**config.mk**
```make
export PLATFORM = sky130hd
export DESIGN_NAME = spi_rxo_engine
export DESIGN_NICKNAME = d
export VERILOG_FILES = /design/src/rtl/spi_rxo_pkg.sv /design/src/rtl/spi_rxo_sclk_gen.sv /design/src/rtl/spi_rxo_shifter.sv /design/src/rtl/spi_rxo_packer.sv /design/src/rtl/spi_rxo_engine.sv
export SDC_FILE = /design/constraint.sdc
export NUM_CORES = 1
export LEC_CHECK = 0
export CORE_MARGIN = 10
export CORE_UTILIZATION = 45
export DETAILED_ROUTE_END_ITERATION = 10
export HOLD_SLACK_MARGIN = 0.1
export PLACE_DENSITY = 0.74
export SLEW_MARGIN = 15
export SYNTH_ARGS = -nofsm -noshare
export SYNTH_HDL_FRONTEND = slang
export SYNTH_HIERARCHICAL = 1
export SYNTH_SLANG_ARGS = --single-unit
```
**constraint.sdc**
```tcl
create_clock -name clk -period 3.3 [get_ports clk]
set_input_delay 0.495 -clock clk [delete_from_list [all_inputs] [get_ports clk]]
set_output_delay 0.495 -clock clk [all_outputs]
set_load 0.03 [all_outputs]
```
**src/rtl/spi_rxo_pkg.sv**
```systemverilog
package spi_rxo_pkg;
   localparam int BYTE_W     = 8;
   localparam int WORD_BYTES = 4;
   localparam int WORD_W     = BYTE_W * WORD_BYTES;
   localparam int CNT_W      = 16;
   localparam int BV_W       = 3;

   typedef logic [WORD_W-1:0] rx_word_t;
   typedef logic [CNT_W-1:0]  rx_cnt_t;
   typedef logic [BYTE_W-1:0] rx_byte_t;
   typedef logic [BV_W-1:0]   rx_bv_t;
endpackage

```
**src/rtl/spi_rxo_sclk_gen.sv**
```systemverilog
module spi_rxo_sclk_gen #(
   parameter int HALF_CYC  = 2,
   parameter bit SCLK_IDLE = 1'b0
) (
   input  logic clk,
   input  logic rst_n,
   input  logic run_i,
   output logic sclk_o,
   output logic rise_o
);
   localparam int DIV_W = $clog2(HALF_CYC + 1);
   localparam logic [DIV_W-1:0] LAST = DIV_W'(HALF_CYC - 1);

   if (HALF_CYC < 2) begin : g_bad_half
      $error("HALF_CYC must be at least 2");
   end

   logic [DIV_W-1:0] div_q;
   logic             phase_q;   // 0 = idle level, 1 = active level
   logic             en;
   logic             term;

   assign en     = run_i | phase_q;
   assign term   = (div_q == LAST);
   assign rise_o = en & term & ~phase_q & run_i;

   always_ff @(posedge clk or negedge rst_n) begin
      if (!rst_n) begin
         div_q   <= '0;
         phase_q <= 1'b0;
      end else if (!en) begin
         div_q   <= '0;
      end else if (term) begin
         div_q   <= '0;
         phase_q <= ~phase_q;
      end else begin
         div_q   <= div_q + 1'b1;
      end
   end

   if (SCLK_IDLE) begin : g_idle_high
      assign sclk_o = ~phase_q;
   end else begin : g_idle_low
      assign sclk_o = phase_q;
   end

   AST_RISE_FROM_IDLE: assert property (@(posedge clk) disable iff (!rst_n)
      rise_o |=> phase_q);
endmodule

```
**src/rtl/spi_rxo_shifter.sv**
```systemverilog
module spi_rxo_shifter
   import spi_rxo_pkg::*;
#(
   parameter bit MSB_FIRST = 1'b1
) (
   input  logic     clk,
   input  logic     rst_n,
   input  logic     clr_i,
   input  logic     sample_i,
   input  logic     miso_i,
   output logic     byte_vld_o,
   output rx_byte_t byte_o
);
   localparam int BIT_CW = $clog2(BYTE_W);

   logic [BIT_CW-1:0] bit_q;
   rx_byte_t          sh_q;
   rx_byte_t          sh_next;
   logic              vld_q;

   if (MSB_FIRST) begin : g_msb
      assign sh_next = {sh_q[BYTE_W-2:0], miso_i};
   end else begin : g_lsb
      assign sh_next = {miso_i, sh_q[BYTE_W-1:1]};
   end

   always_ff @(posedge clk or negedge rst_n) begin
      if (!rst_n) begin
         bit_q <= '0;
         sh_q  <= '0;
         vld_q <= 1'b0;
      end else if (clr_i) begin
         bit_q <= '0;
         vld_q <= 1'b0;
      end else begin
         vld_q <= sample_i && (bit_q == BIT_CW'(BYTE_W - 1));
         if (sample_i) begin
            sh_q  <= sh_next;
            bit_q <= bit_q + 1'b1;
         end
      end
   end

   assign byte_vld_o = vld_q;
   assign byte_o     = sh_q;

   AST_BYTE_SPACING: assert property (@(posedge clk) disable iff (!rst_n)
      vld_q |=> !vld_q);
endmodule

```
**src/rtl/spi_rxo_packer.sv**
```systemverilog
module spi_rxo_packer
   import spi_rxo_pkg::*;
#(
   parameter int MAX_BYTES = 32
) (
   input  logic     clk,
   input  logic     rst_n,
   input  logic     req_wr_i,
   input  rx_cnt_t  req_count_i,
   input  logic     byte_vld_i,
   input  rx_byte_t byte_i,
   input  logic     rx_full_i,
   output logic     accept_o,
   output logic     run_o,
   output rx_cnt_t  todo_o,
   output rx_word_t word_o,
   output logic     push_o,
   output rx_bv_t   rxbv_o,
   output logic     busy_o,
   output logic     ovf_o
);
   localparam int SLOT_W = $clog2(WORD_BYTES);
   localparam rx_cnt_t MAX_CNT = rx_cnt_t'(MAX_BYTES);
   localparam logic [SLOT_W-1:0] LAST_SLOT = SLOT_W'(WORD_BYTES - 1);

   if (MAX_BYTES < 1 || MAX_BYTES >= (1 << CNT_W)) begin : g_bad_max
      $error("MAX_BYTES out of range for the count field");
   end

   logic              busy_q;
   rx_cnt_t           todo_q;
   logic [SLOT_W-1:0] slot_q;
   rx_word_t          word_q;
   rx_word_t          word_base;
   logic              push_q;
   rx_bv_t            rxbv_q;
   logic              ovf_q;
   logic              accept;
   logic              flush;
   rx_cnt_t           eff_cnt;

   assign accept    = req_wr_i & ~busy_q & (req_count_i != '0);
   assign eff_cnt   = (req_count_i > MAX_CNT) ? MAX_CNT : req_count_i;
   assign flush     = (slot_q == LAST_SLOT) || (todo_q == rx_cnt_t'(1));
   assign word_base = (slot_q == '0) ? '0 : word_q;

   always_ff @(posedge clk or negedge rst_n) begin
      if (!rst_n) begin
         busy_q <= 1'b0;
         todo_q <= '0;
         slot_q <= '0;
         word_q <= '0;
         push_q <= 1'b0;
         rxbv_q <= '0;
         ovf_q  <= 1'b0;
      end else begin
         push_q <= 1'b0;
         if (accept) begin
            busy_q <= 1'b1;
            todo_q <= eff_cnt;
            slot_q <= '0;
            word_q <= '0;
            ovf_q  <= 1'b0;
         end else begin
            if (push_q && (todo_q == '0)) begin
               busy_q <= 1'b0;
            end
            if (push_q && rx_full_i) begin
               ovf_q <= 1'b1;
            end
            if (byte_vld_i && busy_q) begin
               todo_q <= todo_q - 1'b1;
               word_q <= {word_base[WORD_W-BYTE_W-1:0], byte_i};
               if (flush) begin
                  push_q <= 1'b1;
                  rxbv_q <= rx_bv_t'(slot_q) + 1'b1;
                  slot_q <= '0;
               end else begin
                  slot_q <= slot_q + 1'b1;
               end
            end
         end
      end
   end

   assign accept_o = accept;
   assign run_o    = busy_q & (todo_q != '0);
   assign todo_o   = todo_q;
   assign word_o   = word_q;
   assign push_o   = push_q & ~rx_full_i;
   assign rxbv_o   = rxbv_q;
   assign busy_o   = busy_q;
   assign ovf_o    = ovf_q;

   AST_TODO_HOLD: assert property (@(posedge clk) disable iff (!rst_n)
      (busy_q && !byte_vld_i) |=> (todo_q == $past(todo_q)));
   AST_TODO_STEP: assert property (@(posedge clk) disable iff (!rst_n)
      (busy_q && byte_vld_i) |=> (todo_q == $past(todo_q) - 16'd1));
   AST_FULL_WORD_BV: assert property (@(posedge clk) disable iff (!rst_n)
      (push_q && todo_q != '0) |-> (rxbv_q == 3'd4));
   AST_BV_RANGE: assert property (@(posedge clk) disable iff (!rst_n)
      push_q |-> (rxbv_q != '0 && rxbv_q <= 3'd4));
   AST_TODO_LIMIT: assert property (@(posedge clk) disable iff (!rst_n)
      todo_q <= MAX_CNT);
   AST_BUSY_END: assert property (@(posedge clk) disable iff (!rst_n)
      (push_q && todo_q == '0 && !req_wr_i) |=> !busy_q);
   AST_NO_OVERFLOW: assert property (@(posedge clk) disable iff (!rst_n)
      (push_q && rx_full_i && !accept) |=> ovf_q);
endmodule

```
**src/rtl/spi_rxo_engine.sv**
```systemverilog
module spi_rxo_engine
   import spi_rxo_pkg::*;
#(
   parameter int HALF_CYC   = 2,
   parameter int FIFO_DEPTH = 8,
   parameter bit SCLK_IDLE  = 1'b0,
   parameter bit MSB_FIRST  = 1'b1
) (
   input  logic        clk,
   input  logic        rst_n,
   input  logic        req_wr_i,
   input  logic [15:0] req_count_i,
   input  logic        miso_i,
   output logic        sclk_o,
   input  logic        rx_full_i,
   output logic [31:0] rx_word_o,
   output logic        rx_push_o,
   output logic [2:0]  rxbv_o,
   output logic [15:0] todo_o,
   output logic        busy_o,
   output logic        ovf_o
);
   localparam int MAX_BYTES = FIFO_DEPTH * WORD_BYTES;

   if (FIFO_DEPTH < 1) begin : g_bad_depth
      $error("FIFO_DEPTH must be positive");
   end

   logic     accept;
   logic     run;
   logic     rise;
   logic     byte_vld;
   rx_byte_t byte_val;

   spi_rxo_sclk_gen #(
      .HALF_CYC  (HALF_CYC),
      .SCLK_IDLE (SCLK_IDLE)
   ) u_sclk (
      .clk    (clk),
      .rst_n  (rst_n),
      .run_i  (run),
      .sclk_o (sclk_o),
      .rise_o (rise)
   );

   spi_rxo_shifter #(
      .MSB_FIRST (MSB_FIRST)
   ) u_shift (
      .clk        (clk),
      .rst_n      (rst_n),
      .clr_i      (accept),
      .sample_i   (rise),
      .miso_i     (miso_i),
      .byte_vld_o (byte_vld),
      .byte_o     (byte_val)
   );

   spi_rxo_packer #(
      .MAX_BYTES (MAX_BYTES)
   ) u_pack (
      .clk         (clk),
      .rst_n       (rst_n),
      .req_wr_i    (req_wr_i),
      .req_count_i (req_count_i),
      .byte_vld_i  (byte_vld),
      .byte_i      (byte_val),
      .rx_full_i   (rx_full_i),
      .accept_o    (accept),
      .run_o       (run),
      .todo_o      (todo_o),
      .word_o      (rx_word_o),
      .push_o      (rx_push_o),
      .rxbv_o      (rxbv_o),
      .busy_o      (busy_o),
      .ovf_o       (ovf_o)
   );

   AST_IDLE_CLOCK: assert property (@(posedge clk) disable iff (!rst_n)
      !busy_o |-> (sclk_o == SCLK_IDLE));
   AST_SAMPLE_BUSY: assert property (@(posedge clk) disable iff (!rst_n)
      rise |-> busy_o);
   AST_START: assert property (@(posedge clk) disable iff (!rst_n)
      accept |=> busy_o);
endmodule

```
Word-level counts from Yosys, hierarchy flattened
Index checks and enable logic that the tools add are counted.
{ "classes": {"n_div": 0, "add_sub_neg": 5, "reduce_logical": 16, "mul": 0, "muxes": 21, "shift": 0, "n_eq_ne": 4, "n_lt_le_gt_ge": 1, "bitwise_logic": 12} }
{ "op_table": {"columns": ["operator", "n"], "rows": [
  ["$mux 32", 2],
  ["$mux 16", 3],
  ["$reduce_bool 16->1", 2],
  ["$mux 24", 1],
  ["$eq 16x1->1 const B", 1],
  ["$gt 16x6->1 const B", 1],
  ["$logic_not 16->1", 1],
  ["$sub 16x1->16 const B", 1],
  ["$mux 2", 5],
  ["$mux 1", 8],
  ["$reduce_bool 2->1", 4],
  ["$and 1x1->1", 7],
  ["$mux 3", 2],
  ["$add 2x1->2 const B", 2],
  ["$logic_and 1x1->1", 4],
  ["$not 1->1", 4],
  ["$reduce_and 2->1", 2],
  ["$add 2x1->3 const B", 1],
  ["$add 3x1->3 const B", 1],
  ["$eq 3x3->1 const B", 1],
  ["$reduce_and 3->1", 1],
  ["$eq 2x1->1 const B", 1],
  ["$eq 2x2->1 const B", 1],
  ["$logic_not 2->1", 1],
  ["2 further kinds", 2]
]} }
{ "totals": {"mem_count": 0, "latchBits": 0, "elab_cells": 71, "ramBits": 0, "romBits": 0, "out_inout_bits": 55, "regBits": 71, "input_bits": 21} }

Depth between registers and ports, before layout
Gate-level depths: netlist of run 1.
{ "depth": {"word_depth": 8, "depth_mapped": 8, "depth_no_buf": 7} }

Hierarchy
Netlist of run 1, hierarchy kept.
{ "modules_own_cells": {"columns": ["module", "area_each_um2", "n_inst", "seq_area_each_um2", "cells_per_inst"], "rows": [
  ["spi_rxo_packer", 2494.9, 1, 1401.3, 228],
  ["spi_rxo_shifter", 526.8, 1, 300.3, 31],
  ["spi_rxo_sclk_gen", 116.4, 1, 75.1, 9]
]} }

Worst setup path after synthesis of run 1
No wires, ideal clock.
{ "synth_path": {"path_kind": "register to register", "start": "register u_pack.todo_q[6] (netlist: u_pack/todo_o[6])", "end": "register u_shift.sh_q[0] (netlist: u_shift/byte_o[0])", "synth_period_minus_slack_ns": 2.507, "t_required_ns": 3.175, "path_stages_with_launch": 8, "t_arrival_ns": 2.382, "path_slack_ns": 0.793, "setup_time_ns": 0.125, "path_buffers": 1, "path_cell_list": "dfrtp_1 > or4_4 > and4b_1 > a21boi_0 > and4bb_1 > nor2b_4 > buf_12 > mux2_4"} }
{ "synth_via": {"elab_chain_cells": 7} }
{ "synth_lines": {"columns": ["element", "line", "text"], "rows": [
  ["start: declaration", "spi_rxo_packer.sv:31", "rx_cnt_t todo_q;"],
  ["start signal: assignment", "spi_rxo_packer.sv:60", "todo_q <= eff_cnt;"],
  ["start signal: assignment", "spi_rxo_packer.sv:72", "todo_q <= todo_q - 1'b1;"],
  ["$reduce_bool 16->1 *", "spi_rxo_packer.sv:87", "assign run_o = busy_q & (todo_q != '0);"],
  ["$and 1x1->1 *", "spi_rxo_packer.sv:87", null],
  ["via run", "spi_rxo_engine.sv:30", "logic run;"],
  ["$or 1x1->1", "spi_rxo_sclk_gen.sv:23", "assign en = run_i | phase_q;"],
  ["$and 1x1->1 (2 in series)", "spi_rxo_sclk_gen.sv:25", "assign rise_o = en & term & ~phase_q & run_i;"],
  ["$and 1x1->1 *", "spi_rxo_sclk_gen.sv:25", null],
  ["via rise", "spi_rxo_engine.sv:31", "logic rise;"],
  ["$reduce_and 2->1 (no line) *", null, null],
  ["end signal: assignment", "spi_rxo_shifter.sv:38", "sh_q <= sh_next;"],
  ["end: declaration", "spi_rxo_shifter.sv:17", "rx_byte_t sh_q;"]
]} }
Mark *: on every way through the listed nets, which the timed path passes. The rest lies on a longest branch.
A chain may end at the register's enable or synchronous reset.

Worst setup path after layout of run 1
{ "layout_path": {"start": "register u_pack.todo_q[4] (netlist: u_pack/todo_o[4])", "end": "register u_shift.sh_q[5] (netlist: u_shift/byte_o[5])"} }
Same word-level chain as after synthesis.

==> impl_metrics.json, run 1 <==
{
  "drive_above_1_share_pct": 10.8,
  "regToRegStartpoint": "u_pack/todo_o[4]$_DFFE_PN0P_",
  "die_area_um2": 10700,
  "timing.final.ws_setup_ns": 0.760,
  "cts_made_buffers": 9,
  "via_per_inst": 5.24,
  "clock-skew-final_ns": 0.00786,
  "seq_area_um2": 1780,
  "track_usage_pct": 14.1,
  "postCtsSetupBuffers": 0,
  "clockBufferDepth": 2,
  "leakage_nw": 1.82,
  "start_kind": "flop",
  "fin_crit_ns": 2.54,
  "worstReg2RegEnd": "u_shift/byte_o[5]$_DFFE_PN0P_",
  "dr.pass1.iters": 4,
  "reg2reg_depth": 6,
  "die_h_um": 104,
  "netlist_area_um2": 3140,
  "overflow": 0,
  "drc": 0,
  "instances_no_fill": 448,
  "ys_ff_latch": 71,
  "clock-sinks": 71,
  "timing.final.crit_share_pct": 77.0,
  "dpl.cell_count": 432,
  "synthCells": 268,
  "powerDensity_nw_per_um2": 664,
  "worstSkewPairLatency_ns": 0.35,
  "p_total_mw": 2.76,
  "worstMarginPinSlew_ns": 0.880,
  "core_area_um2": 6790,
  "status": "finished clean",
  "synthAdderAreaFrac_pct": 2.39,
  "drtIter0Drc": 132,
  "ctsResizeCount": 0,
  "multiInputGateArea_um2": 1280,
  "slew_violations": 0,
  "crit_arrival_ns": 2.78,
  "final_common_cell": "clkdlybuf4s50_1",
  "routed_wl_mm": 7.49,
  "antenna_found_initial": 0,
  "r2r_slack_ns": 0.76,
  "cts_tree": "yes",
  "routedWlPerCell_um": 16.7,
  "initial_core_util_pct": 46.2,
  "crit_fanout": 9,
  "dp_slack_ns": 0.673,
  "area_growth_pct": 32.5,
  "setup.worst_path.class": "reg -> reg",
  "vias": 2347,
  "rsz0062_at_grt": "false",
  "synth-seq-area-share_pct": 56.6,
  "critPathCaptureType": "flop",
  "worstHoldPathType": "in -> async",
  "port_buffers": 75,
  "postSynthAreaPerCell_um2": 11.7,
  "synth-xor-area-share_pct": 3.07,
  "setup_viol": 0,
  "fin_setup_tns_ns": 0,
  "synth_flop_cell": "dfrtp_1",
  "postSynth.asyncResetShare_pct": 100,
  "ys_types": 50,
  "synth_top_family_by_area": "simple AND/OR/NAND/NOR gates",
  "gp_congestion": 0.771,
  "synth_compound_area_share_pct": 13.1,
  "required_ns": 3.54,
  "synth-edff-count": 0,
  "pin_count": 76,
  "drtAntennaViolNets": 0,
  "die_w_um": 104,
  "hpwlAfterDp_mm": 5.42,
  "syn-num-nets": 295,
  "crit_end": "u_shift/byte_o[5]$_DFFE_PN0P_",
  "synthMuxAreaShare_pct": 5.18,
  "grt_pass1_vias": 2374,
  "path_clk_slew_ns": 0.08,
  "fmaxAchievable_mhz": 394,
  "n_antenna_cell": 0,
  "synth_warnings": 6,
  "max_slew_margin_pct": 41.3,
  "synth-simple-area-share_pct": 16.9,
  "grt_max_degree": 72,
  "rows": 30,
  "most-common-layout-cells": "clkdlybuf4s50_1 (74), dfrtp_1 (71), nor2_1 (26), a22o_1 (26), nand2_1 (23)",
  "grt_pass1_wl_mm": 12.6,
  "nNetsFinal": 374,
  "nFillCells": 559,
  "clockRootBuffer": "clkbuf_8",
  "cts_hold_buf": 0,
  "htree_levels": 3,
  "max_cap_violations": 0,
  "cp-startpoint": "u_pack/todo_o[4]$_DFFE_PN0P_",
  "ir_worst_vdd_uv": 425,
  "hold_viol": 0
}
## final cells by class
class,instances,area share [%]
well taps,96,2.89
inverters,5,0.451
flip-flops and latches,71,42.7
repair buffers,79,18.7
clock buffers,9,2.98
clock inverters,7,1.56
multi-input cells,181,30.7
## how the worst min path moves through the flow
| stage | cells past startpoint | start | endpoint |
|---|---|---|---|
| after floorplan | 0 | rst_n | u_pack/busy_o$_DFFE_PN0P_ |
| after global placement | 1 | u_sclk/div_q[0]$_DFF_PN0_ | u_sclk/div_q[0]$_DFF_PN0_ |
| after detailed placement | 1 | u_sclk/div_q[0]$_DFF_PN0_ | u_sclk/div_q[0]$_DFF_PN0_ |
| after CTS | 2 | rst_n | u_pack/todo_o[12]$_DFFE_PN0P_ |
| after global routing | 2 | rst_n | u_pack/todo_o[11]$_DFFE_PN0P_ |
| final | 2 | rst_n | u_pack/todo_o[15]$_DFFE_PN0P_ |
## through the flow
step	hold WS, ns	instance area [µm²]	util, %
2_1_floorplan	0.199	3140	-
3_3_place_gp	0.459	3970	58.4
3_5_place_dp	0.476	3970	58.4
4_1_cts	0.367	4160	61.2
5_1_grt	0.414	4160	61.2
6_report	0.338	4160	61.2
## critical path: stages, from the launching register on
cell and delay [ns]:
dfrtp_1 0.46, or4_4 0.55, and4b_1 0.37, a21boi_0 0.17, and4bb_1 0.33, nor2b_4 0.21, mux2_4 0.32
## synthesized netlist by cell type, drive strengths merged (4+ instances only)
library cell	number	area share (%)
xor2	8	2.2
nand3	5	0.80
inv	5	0.60
clkbuf	7	0.84
nor3b	6	1.4
o21ai	11	1.8
mux2	10	4.5
ha	6	2.4
nor2b	5	1.2
buf	4	1.2
a22o	26	7.3
nand2	23	2.8
dfrtp	71	57
nor2	29	4.0
a21oi	4	0.88
nor3	10	1.8
## power by group
group / leakage [nW] / switching [mW] / internal [mW]
Combinational: 0.784 / 0.481 / 0.439
Sequential: 0.951 / 0.154 / 1.03
Clock: 0.0856 / 0.368 / 0.286
## metal layers
metal  vias to the layer above  wire length (µm)  track usage, %
met4                         0                93            6.15
met2                        61              3620            21.6
met3                         9               250            3.28
met1                      1151              3520            18.6
li1                       1126                 -               -
met5                         -                 0               0
## logic make-up (layout without fill, tap and decap cells)
| family | count (synthesis) | in the layout |
|---|---|---|
| muxes | 12 | 12 |
| buffers and inverters | 16 | 100 |
| xor gates and xnor gates | 11 | 11 |
| DFF | 71 | 71 |
| adders and majority gates | 6 | 6 |
| and+or+nand+nor | 98 | 98 |
| AOI/OAI and AO/OA | 54 | 54 |
## sequential cells by signal, indices dropped and copies added, names as in the netlist
name and count:
u_shift/byte_o 8, u_pack/todo_o 16, u_pack/busy_o 1, u_pack/push_q 1
u_shift/byte_vld_o 1, u_pack/word_o 32, u_pack/ovf_o 1, u_sclk/div_q 2
u_pack/rxbv_o 3, u_sclk/sclk_o 1, u_shift/bit_q 3, u_pack/slot_q 2
No activity file was read; power rests on OpenSTA's default activity.
==> run 2, diff against run 1 <==
==> constraint.sdc (replaced) <==
create_clock -name clk -period 2.5 [get_ports clk]
set_input_delay 0.375 -clock clk [delete_from_list [all_inputs] [get_ports clk]]
set_output_delay 0.375 -clock clk [all_outputs]
set_load 0.03 [all_outputs]
==> run 2 against run 1 <==
Net effect: combinational power grew 42%; critical path depth grew 1; global-route usage grew 0.25 points; clock power grew 74%; maximum frequency grew 8.3%; final cell count grew 2.5%; routed wire length grew 0.94%; worst hold slack gained 0.14 ns; critical endpoint is now u_shift/byte_o[6]$_DFFE_PN0P_; flip-flop and latch count is the same.
==> impl_metrics.json, run 2 (same netlist as run 1, synthesis figures left out) <==
{
  "status": "finished clean",
  "die_w_um": 104,
  "dr.pass1.iters": 4,
  "worstHoldPathType": "reg -> reg",
  "vias": 2356,
  "clockRootBuffer": "clkbuf_8",
  "worstSkewPairLatency_ns": 0.35,
  "gp_congestion": 0.797,
  "slew_violations": 0,
  "fin_setup_tns_ns": 0,
  "initial_core_util_pct": 46.2,
  "drive_above_1_share_pct": 13.5,
  "overflow": 0,
  "worstMarginPinSlew_ns": 0.473,
  "htree_levels": 3,
  "required_ns": 2.73,
  "holdWs_ns": 0.482,
  "final_common_cell": "clkdlybuf4s50_1",
  "path_buf_inv": 1,
  "largest_reg_flops": 32,
  "routedWlPerCell_um": 16.5,
  "via_per_inst": 5.13,
  "rows": 30,
  "max_cap_violations": 0,
  "grt_max_degree": 72,
  "timing.final.crit_share_pct": 93.8,
  "die_area_um2": 10700,
  "n_antenna_cell": 0,
  "setup_viol": 0,
  "seq_area_um2": 1780,
  "crit_fanout": 9,
  "maxUsedRoutingLayer": "met4",
  "area_growth_pct": 38.4,
  "cts_made_buffers": 9,
  "path_clk_slew_ns": 0.08,
  "antenna_found_initial": 0,
  "critical-path-top-delay-family": "simple AND/OR/NAND/NOR gates",
  "nNetsFinal": 385,
  "postCtsSetupBuffers": 0,
  "grt_pass1_vias": 2401,
  "hpwlAfterDp_mm": 5.50,
  "grt_pass1_wl_mm": 12.8,
  "crit_arrival_ns": 2.57,
  "clock-sinks": 71,
  "hold_viol": 0,
  "drtAntennaViolNets": 0,
  "cts_tree": "yes",
  "m1WireLength_mm": 3.53,
  "wl_met2_mm": 3.63,
  "pin_count": 76,
  "track_usage_pct": 14.4,
  "multiInputGateArea_um2": 1280,
  "leakage_nw": 1.93,
  "routed_wl_mm": 7.56,
  "clock-skew-final_ns": 0.00921,
  "critPathMaxStageDelay_ns": 0.58,
  "core_area_um2": 6790,
  "die_h_um": 104,
  "drtIter0Drc": 95,
  "setup.worst_path.class": "reg -> reg",
  "ctsResizeCount": 0,
  "rsz0062_at_grt": "false",
  "fin_crit_ns": 2.34,
  "nFillCells": 535,
  "fmaxAchievable_mhz": 426,
  "drc": 0,
  "critPathCaptureType": "flop",
  "critPathSlowestCell": "or4_4",
  "clockBufferDepth": 2,
  "cts_hold_buf": 1,
  "crit_chain": "or4_4 -> and4b_1 -> a21boi_0 -> and4bb_1 -> nor2b_4 -> buf_12 -> mux2_4",
  "most-common-layout-cells": "clkdlybuf4s50_1 (74), dfrtp_1 (70), nor2_1 (26), a22o_1 (26), nand2_1 (23)",
  "max_slew_margin_pct": 68.5,
  "powerDensity_nw_per_um2": 923,
  "port_buffers": 75,
  "start_kind": "flop",
  "dr_wl_met3_um": 296,
  "ir_worst_vdd_uv": 554
}
[run 2: changes by cell type in the layout (fill, tap and decap cells not counted)]
| cell | before | now |
|---|---|---|
| dfrtp_1 | 71 | 70 |
| clkinv_8 | 1 | 0 |
| dlygate4sd3_1 | 0 | 1 |
| clkinvlp_4 | 3 | 0 |
| dfrtp_2 | 0 | 1 |
| buf_12 | 0 | 3 |
| clkinv_4 | 0 | 2 |
| inv_8 | 0 | 1 |
| inv_6 | 3 | 1 |
| buf_4 | 4 | 11 |
| bufinv_16 | 0 | 3 |
[run 2: area by class of cell]
| cell class | instances | share of cell area [%] |
|---|---|---|
| multi-input combinational | 181 | 29.4 |
| inverter | 5 | 0.432 |
| tap | 96 | 2.76 |
| clock inverter | 7 | 2.94 |
| sequential | 71 | 40.9 |
| timing repair buffer | 90 | 20.7 |
| clock buffer | 9 | 2.85 |
[run 2: worst paths after layout]
kind	slack [ns]	to	cells after the start	startpoint
setup / recovery	0.16	u_shift/byte_o[6]$_DFFE_PN0P_	7	u_pack/todo_o[6]$_DFFE_PN0P_
hold / removal	0.48	u_sclk/div_q[0]$_DFF_PN0_	1	u_sclk/div_q[0]$_DFF_PN0_
setup reg to reg	0.16	u_shift/byte_o[6]$_DFFE_PN0P_	7	u_pack/todo_o[6]$_DFFE_PN0P_
hold reg to reg	0.48	u_sclk/div_q[0]$_DFF_PN0_	1	u_sclk/div_q[0]$_DFF_PN0_
max in group asynchronous	1.61	u_pack/word_o[17]$_DFFE_PN0P_	3	rst_n
min in group asynchronous	0.58	u_pack/todo_o[13]$_DFFE_PN0P_	3	rst_n
[run 2: metrics by stage]
step | total power, mW | util, % | worst slack (ns) | area [µm²] | cells
6_report | 4.01 | 63.9 | 0.155 | 4340 | 459
3_3_place_gp | 2.86 | 60.1 | 0.140 | 4080 | 442
4_1_cts | 4.04 | 63.9 | 0.157 | 4340 | 459
3_5_place_dp | 2.89 | 60.1 | 0.123 | 4080 | 442
2_1_floorplan | 2.40 | - | 0.0171 | 3140 | 268
5_1_grt | 4.23 | 63.9 | 0.0698 | 4340 | 459
[run 2: per-layer routing]
layer | vias up | global-route usage (%)
li1 | 1147 | -
met1 | 1151 | 18.8
met2 | 52 | 22.3
met3 | 6 | 3.41
met4 | 0 | 5.75
met5 | - | 0
[run 2: power breakdown]
part | internal [mW] | total (mW) | leakage [nW] | switching, mW
Combinational | 0.653 | 1.31 | 0.854 | 0.654
Sequential | 1.36 | 1.56 | 0.949 | 0.196
Clock | 0.677 | 1.14 | 0.126 | 0.468
Total | 2.69 | 4.01 | 1.93 | 1.32
==> run 3, diff against run 2 <==
--- a/config.mk
+++ b/config.mk
@@ -9,9 +9,8 @@
 export CORE_UTILIZATION = 45
 export DETAILED_ROUTE_END_ITERATION = 10
 export HOLD_SLACK_MARGIN = 0.1
-export PLACE_DENSITY = 0.74
+export PLACE_DENSITY = 0.73
 export SLEW_MARGIN = 15
 export SYNTH_ARGS = -nofsm -noshare
 export SYNTH_HDL_FRONTEND = slang
-export SYNTH_HIERARCHICAL = 1
 export SYNTH_SLANG_ARGS = --single-unit
==> run 3 against run 2 <==
Net effect: sequential power shrank 21%; non-clock buffer count fell by 7; critical endpoint is now u_shift.byte_o[0]$_DFFE_PN0P_; largest cell class unchanged; utilization is 1.1 points lower; synthesized cell count increased by 5.6%; clock skew about the same; total power shrank 37%; sequential share of layout area about the same; setup slack better by 0.27 ns.
==> impl_metrics.json, run 3 <==
{
  "setup_viol": 0,
  "worstMarginPinSlew_ns": 0.637,
  "postSynthAreaPerCell_um2": 11.5,
  "cts_made_buffers": 9,
  "die_h_um": 105,
  "seq_area_um2": 1780,
  "fin_util_pct": 62.9,
  "max_slew_margin_pct": 57.5,
  "yosysMostFrequentCell": "dfrtp_1",
  "grt_pass1_wl_mm": 12.8,
  "status": "finished clean",
  "dpl.cell_count": 446,
  "gr-max-usage-layer": "met2",
  "routed_wl_mm": 7.92,
  "via_per_inst": 5.65,
  "yosys.area.top_type": "dfrtp_1",
  "grt_max_degree": 45,
  "critPathCaptureType": "flop",
  "synth_flop_cell": "dfrtp_1",
  "yosysTopAreaCellShare_pct": 54.4,
  "htree_levels": 3,
  "clockRootBuffer": "clkbuf_8",
  "track_usage_pct": 14.0,
  "area_growth_pct": 33.1,
  "clockBufferDepth": 2,
  "pin_count": 76,
  "place_area_um2": 4110,
  "synth-edff-count": 0,
  "netlist_area_um2": 3260,
  "synth-seq-area-share_pct": 54.4,
  "drive_above_1_share_pct": 12.5,
  "port_buffers": 75,
  "crit_arrival_ns": 2.30,
  "timing.final.crit_share_pct": 82.9,
  "reg2reg_depth": 6,
  "fin_setup_tns_ns": 0,
  "drc": 0,
  "routedWlPerCell_um": 17.1,
  "multiInputGateArea_um2": 1360,
  "core_area_um2": 6910,
  "die_area_um2": 11100,
  "largest_reg_flops": 32,
  "die_w_um": 105,
  "worstHoldPathType": "reg -> reg",
  "instances_no_fill": 463,
  "vias": 2615,
  "initial_core_util_pct": 47.2,
  "powerDensity_nw_per_um2": 583,
  "drtIter0Drc": 209,
  "synth_warnings": 0,
  "start_kind": "flop",
  "ys_ff_latch": 71,
  "max_cap_violations": 0,
  "antenna_found_initial": 0,
  "worstSkewPairLatency_ns": 0.34,
  "fmaxAchievable_mhz": 483,
  "postSynth.asyncResetShare_pct": 100,
  "clock-sinks": 71,
  "rsz0062_at_grt": "false",
  "final_common_cell": "clkdlybuf4s50_1",
  "required_ns": 2.73,
  "n_antenna_cell": 0,
  "crit_end": "u_shift.byte_o[0]$_DFFE_PN0P_",
  "synthCells": 283,
  "hold_viol": 0,
  "clock-skew-final_ns": 0.00927,
  "path_clk_slew_ns": 0.08,
  "grt_use_met2_pct": 21.8,
  "syn-num-nets": 311,
  "slew_violations": 0,
  "overflow": 0,
  "use_met3_pct": 2.52,
  "leakage_nw": 1.82,
  "nNetsFinal": 390,
  "regToRegStartpoint": "u_pack.todo_o[0]$_DFFE_PN0P_",
  "nFillCells": 594,
  "ys_types": 49,
  "gp_congestion": 0.804,
  "crit_fanout": 9,
  "cp-startpoint": "u_pack.todo_o[0]$_DFFE_PN0P_",
  "yosys-top-cells-area": "dfrtp_1 (54%), a32o_1 (6.7%), nand2_1 (2.9%)",
  "hpwlAfterDp_mm": 5.76,
  "ctsResizeCount": 0,
  "drtAntennaViolNets": 0,
  "gr-usage-met1_pct": 18.7,
  "setup.worst_path.class": "reg -> reg",
  "most-common-layout-cells": "clkdlybuf4s50_1 (74), dfrtp_1 (71), nand2_1 (25), a32o_1 (22), o21ai_0 (17)",
  "design_area_um2": 4340,
  "fin_crit_ns": 2.07,
  "dr.pass1.iters": 5,
  "r2r_slack_ns": 0.43,
  "worstReg2RegEnd": "u_shift.byte_o[0]$_DFFE_PN0P_",
  "grt_pass1_vias": 2502,
  "p_total_mw": 2.53,
  "ir_worst_vdd_uv": 315,
  "cts_tree": "yes",
  "netlist_top_cells_count": "dfrtp_1 (71), nand2_1 (25), a32o_1 (22)",
  "rows": 30
}
run 3: cell types whose count changed after synthesis, sizes merged, moves of 5 or more:
cell	before	now
nor2	29	13
nor3	10	4
nor3b	6	1
o21ai	11	25
or3	0	7
a22o	26	6
a32o	0	24
a21oi	4	9
run 3: area by class of cell:
type | instances | area share [%]
clock inverter | 7 | 2.22
inverter | 8 | 0.691
tap | 96 | 2.77
sequential | 71 | 40.9
timing repair buffer | 83 | 19.2
clock buffer | 9 | 2.85
multi-input combinational | 189 | 31.4
run 3: kinds of logic (layout without fill, tap and decap cells):
kind of cell | after synthesis | after routing | synth area share [%]
adders and majority gates | 7 | 7 | 2.68
muxes | 9 | 9 | 3.07
AOI/OAI and AO/OA | 74 | 74 | 17.7
and+or+nand+nor | 90 | 90 | 15.9
buffers and inverters | 23 | 107 | 3.80
xor gates and xnor gates | 9 | 9 | 2.42
DFF | 71 | 71 | 54.4
run 3: metal layers:
| metal | vias to the layer above | routed length [µm] | part of all wire (%) |
|---|---|---|---|
| li1 | 1224 | - | - |
| met1 | 1309 | 3750 | 47 |
| met2 | 75 | 3770 | 48 |
| met3 | 7 | 291 | 3.7 |
| met4 | 0 | 103 | 1.3 |
| met5 | - | 0 | 0 |
run 3: worst min-delay path by stage:
stage                                             start                             to  slack [ns]  cells past startpoint
after global placement                            rst_n  u_shift.byte_o[0]$_DFFE_PN0P_        0.42                      1
after floorplan                                   rst_n      u_pack.busy_o$_DFFE_PN0P_        0.08                      0
after CTS                 u_shift.byte_o[7]$_DFFE_PN0P_   u_pack.word_o[7]$_DFFE_PN0P_        0.49                      2
after global routing      u_shift.byte_o[7]$_DFFE_PN0P_   u_pack.word_o[7]$_DFFE_PN0P_        0.52                      2
after detailed placement                          rst_n  u_shift.byte_o[0]$_DFFE_PN0P_        0.43                      1
final                     u_shift.byte_o[7]$_DFFE_PN0P_   u_pack.word_o[7]$_DFFE_PN0P_        0.48                      2
run 3: per-stage QoR:
step	hold WS [ns]	setup slack [ns]
after floorplan	0.0794	0.460
after global placement	0.425	0.197
after detailed placement	0.435	0.168
after CTS	0.491	0.427
after global routing	0.517	0.240
final	0.484	0.428
run 3: worst max-delay path: stages, from the launching register on:
cell and delay [ns]:
dfrtp_1 0.44, inv_1 0.14, ha_1 0.16, nor4b_1 0.30
nand4_1 0.21, nand2_1 0.35, mux2_2 0.38
run 3: timing repair:
| item | in CTS | in global routing |
|---|---|---|
| hold buffers | 1 | 0 |
| hold endpoints to repair | 27 | 0 |
| setup buffers | 0 | 0 |
run 3: power breakdown:
part	switching [mW]	internal (mW)	leakage, nW
Combinational	0.151	0.128	0.850
Clock	0.450	0.565	0.114
Sequential	0.0448	1.19	0.856
